==> src/rtl/dram_row_alias_pkg.sv <==
// Package: shared geometry type for the row-alias remapper.
// Assumes configuration fields are at most 4 bits wide before biasing.
package dram_row_alias_pkg;

    // Decoded geometry of one configuration word.
    typedef struct packed {
        logic [4:0] row_bits;     // programmed row address bits (1..16)
        logic [1:0] bank_bits;    // programmed bank address bits (2..3)
        logic [4:0] page_shift;   // log2 of page size in bytes (3..18)
        logic       geom_match;   // programmed rows equal fitted rows
        logic [5:0] alias_shift;  // log2 of window offset from base
    } geom_t;

    // Real row bits from the fitted size in MiB; 0 means unsupported.
    function automatic int real_row_bits(input int size_mib);
        int rb;
        rb = 0;
        for (int i = 8; i <= 11; i++) begin
            if ((1 << i) == size_mib) rb = i + 3;
        end
        return rb;
    endfunction

endpackage

==> src/rtl/dram_row_alias_decode.sv <==
// Module: dram_row_alias_decode
// Splits a configuration word into row, bank and page fields. It then
// decides whether the programmed row count matches the fitted memory and
// derives the shift that places the alias window.
// Assumes REAL_RB is a valid row count (11..14). Purely combinational.
module dram_row_alias_decode
    import dram_row_alias_pkg::*;
#(
    parameter int REAL_RB = 12
) (
    input  logic [11:0] cfg_field,
    output geom_t       geom
);

    localparam logic [4:0] REAL_RB_W = 5'(REAL_RB);
    localparam logic [4:0] MIN_RB    = 5'd3;

    logic [4:0] rb;
    logic [1:0] bb;
    logic [4:0] ps;
    logic       rb_ok;

    // Field extraction with the fixed biases of each field.
    always_comb begin
        rb = {1'b0, cfg_field[7:4]} + 5'd1;
        bb = {1'b0, cfg_field[2]} + 2'd2;
        ps = {1'b0, cfg_field[11:8]} + 5'd3;
    end

    // A row count below 3 cannot be compared by shifting; call it a mismatch.
    always_comb begin
        rb_ok = (rb >= MIN_RB);
    end

    // Assemble the geometry record and the window offset shift.
    always_comb begin
        geom.row_bits    = rb;
        geom.bank_bits   = bb;
        geom.page_shift  = ps;
        geom.geom_match  = rb_ok && (rb == REAL_RB_W);
        geom.alias_shift = 6'(REAL_RB_W) + 6'(bb) + 6'(ps);
    end

endmodule

==> src/rtl/dram_row_alias_window.sv <==
// Module: dram_row_alias_window
// Holds the alias window state (enable and placement). It loads a new
// state only on the configuration strobe.
// Assumes synchronous active-low reset; placement wraps at ADDR_W bits.
module dram_row_alias_window
    import dram_row_alias_pkg::*;
#(
    parameter int              ADDR_W   = 32,
    parameter logic [ADDR_W-1:0] MEM_BASE = '0,
    parameter int              RST_OFS  = 32'h0010_0000
) (
    input  logic              clk,
    input  logic              rst_n,
    input  logic              load,
    input  geom_t             geom,
    output logic              en,
    output logic [ADDR_W-1:0] base
);

    localparam logic [ADDR_W-1:0] RST_BASE = MEM_BASE + ADDR_W'(RST_OFS);

    logic [ADDR_W-1:0] offset;
    logic [ADDR_W-1:0] next_base;

    // One-hot offset; a shift at or past the width leaves zero (wrap).
    always_comb begin
        if (int'(geom.alias_shift) < ADDR_W) begin
            offset = ADDR_W'(1) << geom.alias_shift;
        end else begin
            offset = '0;
        end
        next_base = MEM_BASE + offset;
    end

    // State register: reset default, else load on strobe only.
    always_ff @(posedge clk) begin
        if (!rst_n) begin
            en   <= 1'b0;
            base <= RST_BASE;
        end else if (load) begin
            if (geom.geom_match) begin
                en <= 1'b0;
            end else begin
                en   <= 1'b1;
                base <= next_base;
            end
        end
    end

endmodule

==> src/rtl/dram_row_alias_xlate.sv <==
// Module: dram_row_alias_xlate
// Folds request addresses that land in the live window onto the first
// WIN_BYTES at the memory base. Other addresses pass unchanged.
// Assumes WIN_BYTES is a power of two. Purely combinational.
module dram_row_alias_xlate #(
    parameter int                ADDR_W    = 32,
    parameter logic [ADDR_W-1:0] MEM_BASE  = '0,
    parameter int                WIN_BYTES = 4096
) (
    input  logic              en,
    input  logic [ADDR_W-1:0] base,
    input  logic [ADDR_W-1:0] addr_in,
    output logic [ADDR_W-1:0] addr_out,
    output logic              hit
);

    localparam logic [ADDR_W-1:0] WIN_LIM = ADDR_W'(WIN_BYTES);

    logic [ADDR_W-1:0] delta;

    // Distance from the window start, modulo the address width.
    always_comb begin
        delta = addr_in - base;
    end

    // Range test and selection of the translated address.
    always_comb begin
        hit      = en && (delta < WIN_LIM);
        addr_out = hit ? (MEM_BASE + delta) : addr_in;
    end

endmodule

==> src/rtl/dram_row_alias.sv <==
// Module: dram_row_alias (top)
// Models DRAM row wraparound for memory-sizing probes. A strobed
// configuration word sets a 4 KiB alias window, and requests inside that
// window are folded onto the start of memory.
// Assumes MEM_SIZE_MIB is one of 256/512/1024/2048. Any other value
// stops elaboration.
module dram_row_alias
    import dram_row_alias_pkg::*;
#(
    parameter int                ADDR_W       = 32,
    parameter logic [ADDR_W-1:0] MEM_BASE     = 32'h4000_0000,
    parameter int                MEM_SIZE_MIB = 512,
    parameter int                WIN_BYTES    = 4096
) (
    input  logic              clk,
    input  logic              rst_n,
    input  logic              cfg_wr,
    input  logic [31:0]       cfg_data,
    input  logic [ADDR_W-1:0] req_addr,
    output logic [ADDR_W-1:0] out_addr,
    output logic              remapped,
    output logic              win_en,
    output logic [ADDR_W-1:0] win_base
);

    localparam int REAL_RB = real_row_bits(MEM_SIZE_MIB);
    localparam int RST_OFS = 1 << 20;

    // Reject unsupported fitted sizes at elaboration.
    generate
        if (REAL_RB == 0) begin : g_bad_size
            $error("dram_row_alias: MEM_SIZE_MIB must be 256, 512, 1024 or 2048");
        end
    endgenerate

    geom_t geom;
    logic  unused_cfg;

    // Configuration bits without a function in this block.
    assign unused_cfg = ^{cfg_data[31:12], cfg_data[3], cfg_data[1:0]};

    dram_row_alias_decode #(
        .REAL_RB (REAL_RB)
    ) u_decode (
        .cfg_field (cfg_data[11:0]),
        .geom      (geom)
    );

    dram_row_alias_window #(
        .ADDR_W   (ADDR_W),
        .MEM_BASE (MEM_BASE),
        .RST_OFS  (RST_OFS)
    ) u_window (
        .clk   (clk),
        .rst_n (rst_n),
        .load  (cfg_wr),
        .geom  (geom),
        .en    (win_en),
        .base  (win_base)
    );

    dram_row_alias_xlate #(
        .ADDR_W    (ADDR_W),
        .MEM_BASE  (MEM_BASE),
        .WIN_BYTES (WIN_BYTES)
    ) u_xlate (
        .en       (win_en),
        .base     (win_base),
        .addr_in  (req_addr),
        .addr_out (out_addr),
        .hit      (remapped)
    );

endmodule

==> config.mk <==
export PLATFORM = sky130hd
export DESIGN_NAME = dram_row_alias
export DESIGN_NICKNAME = d
export VERILOG_FILES = /design/src/rtl/dram_row_alias_pkg.sv /design/src/rtl/dram_row_alias_decode.sv /design/src/rtl/dram_row_alias_window.sv /design/src/rtl/dram_row_alias_xlate.sv /design/src/rtl/dram_row_alias.sv
export SDC_FILE = /design/constraint.sdc
export NUM_CORES = 1
export LEC_CHECK = 0
export BUFFER_PORTS_ARGS = -buffer_cell sky130_fd_sc_hd__buf_2
export CORE_AREA = 8 8 105 107
export DETAILED_ROUTE_END_ITERATION = 10
export DIE_AREA = 0 0 113 115
export PLACE_DENSITY = 0.7
export SLEW_MARGIN = 0
export SYNTH_ARGS = -nofsm -noshare
export SYNTH_HDL_FRONTEND = slang
export SYNTH_SLANG_ARGS = --single-unit
==> constraint.sdc <==
create_clock -name clk -period 4.59 [get_ports clk]
set_input_delay 0.2295 -clock clk [delete_from_list [all_inputs] [get_ports clk]]
set_output_delay 0.2295 -clock clk [all_outputs]
set_load 0.005 [all_outputs]
==> flow_summary.ini <==
[synthesis]
yosysTopAreaCell = dfxtp_1
synth_nets = 654
ys_types = 71
yosys_warnings = 0
synth_flop_cell = dfxtp_1
async_flop_share = 0
synth_seq_area_share = 0.163
netlist_instances = 549
ys_seq_elements = 33
synth_edf_count = 0
yosys.area.top_type_share = 0.163
synth_area_per_cell_um2 = 7.40
synthTopCellsByArea = dfxtp_1 (16%), ha_1 (11%), a21oi_1 (6.8%), inv_1 (5.0%), mux2_4 (4.8%)
synthesis.area_mm2 = 0.00406

[clocking]
cts_buffer_depth = 2
root_buffer = clkbuf_8
htreeDepth = 2
clk_pin_slew_worst_paths_ps = 70
clock_latency_ps = 280
hold_buffers = 0
cts-buffers-inserted = 5
cts_tree = yes
cts_sinks = 33

[pwr]
p_sw_mw = 0.382
p_per_area_mw_per_mm2 = 182
clkPwrFrac = 0.246
power_frac_seq = 0.261
switching_share = 0.339
irDropWorstVdd_mv = 0.164
p_int_mw = 0.746
p_leak_nw = 2.94
power_mw = 1.13
p_comb_frac = 0.493

[finish]
fin_cells = 884
antennaDiodeCount = 0
final_area_mm2 = 0.00621
final_net_count = 874
fill_cells = 744
drive_gt1_frac = 0.419
final_common_cell = buf_4
layout_common_cells = buf_4 (117), buf_2 (91), a21oi_1 (52)
syn2layout_area_growth_pct = 52.9

[drt]
wl_per_cell_um = 18.1
routed_wl_um = 16000
post-route-drc-count = 0
dr.pass1.iters = 5
viasPerCell = 5.74
vias = 5071
drtIter0Drc = 317
drtAntennaViolNets = 0

[critical_path]
worstPathRequired_ps = 4360
worstPathArrival_ps = 4720
rr_worst_depth = 3
startpoint = u_window.base[0]
cp-end-kind = output port
reg2reg_slack_ps = 3780
start_kind = register
crit_type = reg -> out
r2r_start = u_window.base[25]
cp-endpoint = out_addr[1]
crit-reg2reg-capture = u_window.base[25]
cp_max_fo = 5

[global_route]
grt_pass1_wl_um = 25100
grt_pass1_vias = 5118
grt_max_degree = 39
grt_usage = 0.236
overflow = 0
antenna_found_initial = 0

[outcome]
status = finished, violations left
violations = setup timing

[floorplanning]
core_mm2 = 0.00946
start_util = 0.429
dieArea_mm2 = 0.0130
dieHeight_um = 115
fp-row-count = 36
die_x_um = 113
io_pins = 133

[placement]
placed_cell_area_mm2 = 0.00533
place_congestion = 0.990
hpwl_um = 11900
pre_cts_ws_ps = -335
io_buffer_count = 109
dp_cells = 841

[sta]
holdWs_ps = 250
fin_ws_ps = -363
slew_headroom = 0.519
fin_crit_ps = 4950
fmax_mhz = 202
fin_skew_ps = 0
rsz0062_at_grt = true
fin_crit_sh = 1.08
worstMarginPinSlew_ps = 721
hold_viol_final = 0
slew_viol_final = 0
setup_viol = 27

[hold_path]
min_path_type = in -> reg

[run]
maxCapViolCount = 0
[power by group through the flow]
stage	Clock [mW]	Sequential (mW)	Combinational [mW]
6_report	0.278	0.294	0.556
5_1_grt	0.295	0.294	0.599
4_1_cts	0.284	0.294	0.522
3_5_place_dp	0	0.300	0.446
3_3_place_gp	0	0.300	0.439
2_1_floorplan	0	0.300	0.265
[area by class of cell]
| cell class | count | area (um2) | share of cell area |
|---|---|---|---|
| Sequential cell | 33 | 667 | 0.107 |
| Timing Repair Buffer | 242 | 1780 | 0.287 |
| Clock inverter | 1 | 30.0 | 0.00483 |
| Inverter | 54 | 203 | 0.0326 |
| Tap cell | 114 | 143 | 0.0230 |
| Clock buffer | 7 | 86.3 | 0.0139 |
| Multi-Input combinational cell | 433 | 3300 | 0.531 |
[kinds of logic after synthesis]
family,after synthesis,synth area share
multiplexers,23,0.0745
buffers and inverters,83,0.0908
adder cells (fa/ha/maj),38,0.119
flip-flops,33,0.163
XOR/XNOR,19,0.0410
AND/OR/NAND/NOR,180,0.227
AO/OA/AOI/OAI,173,0.285
[metal layers]
metal	track usage	routed length, um	vias up
li1	-	-	2437
met3	0.0494	1280	46
met1	0.268	6250	2354
met2	0.421	7810	234
met4	0.103	633	0
met5	0	0	-
[stage by stage]
stage / setup TNS, ps / utilization
finish: -6560 / 0.657
global route: -9600 / 0.657
CTS: -4930 / 0.645
detailed placement: -7810 / 0.564
global placement: -3030 / 0.564
floorplan: 0 / -
[worst max-delay path, cell delays in order (launching register included)]
cell and delay, ps:
dfxtp_2 350, ha_4 130, inv_2 40, fa_2 340
a21o_1 230, a221o_1 360, a21oi_4 180, o21ai_2 120
o21ai_2 210, nand2b_1 100, a21oi_2 140, xor2_1 210
ha_2 220, nand2_2 70, or4_4 430, a2111oi_4 200
and4_4 280, a21oi_4 110, buf_12 170, buf_16 130
mux2_4 300, buf_6 120
[how the worst min path moves through the flow]
stage	from	to	slack, ps	cells past startpoint
finish	cfg_wr	u_window.en	250	3
global route	cfg_wr	u_window.en	270	3
CTS	cfg_wr	u_window.en	250	3
detailed placement	u_window.base[6]	u_window.base[6]	500	1
global placement	u_window.base[6]	u_window.base[6]	490	1
floorplan	rst_n	u_window.base[0]	380	1
[synthesized netlist by cell type, drive strengths merged, types with 6 or more instances]
library cell	number
a211o	6
xor2	6
nor2b	19
nand4	11
dfxtp	33
and3	15
buf	9
nand2b	6
o21ai	35
nand2	45
a211oi	10
a21o	12
a21oi	58
inv	54
mux2	19
nor3	21
xnor2	13
ha	37
clkbuf	20
nor2	34
o211ai	8
[timing repair]
action | 4_1_cts | 5_1_grt
setup buffers | 26 | 9
pin swaps | 24 | 19
setup endpoints to repair | 33 | 33
endpoints found under the hold margin | 0 | 0
resized for setup | 68 | 16
gates cloned | 3 | 0
[registers in the layout, summed over array words and instances, names as in the netlist]
signal	cells
u_window.base	32
u_window.en	1
Note: power is estimated with default switching activity, not from simulation.
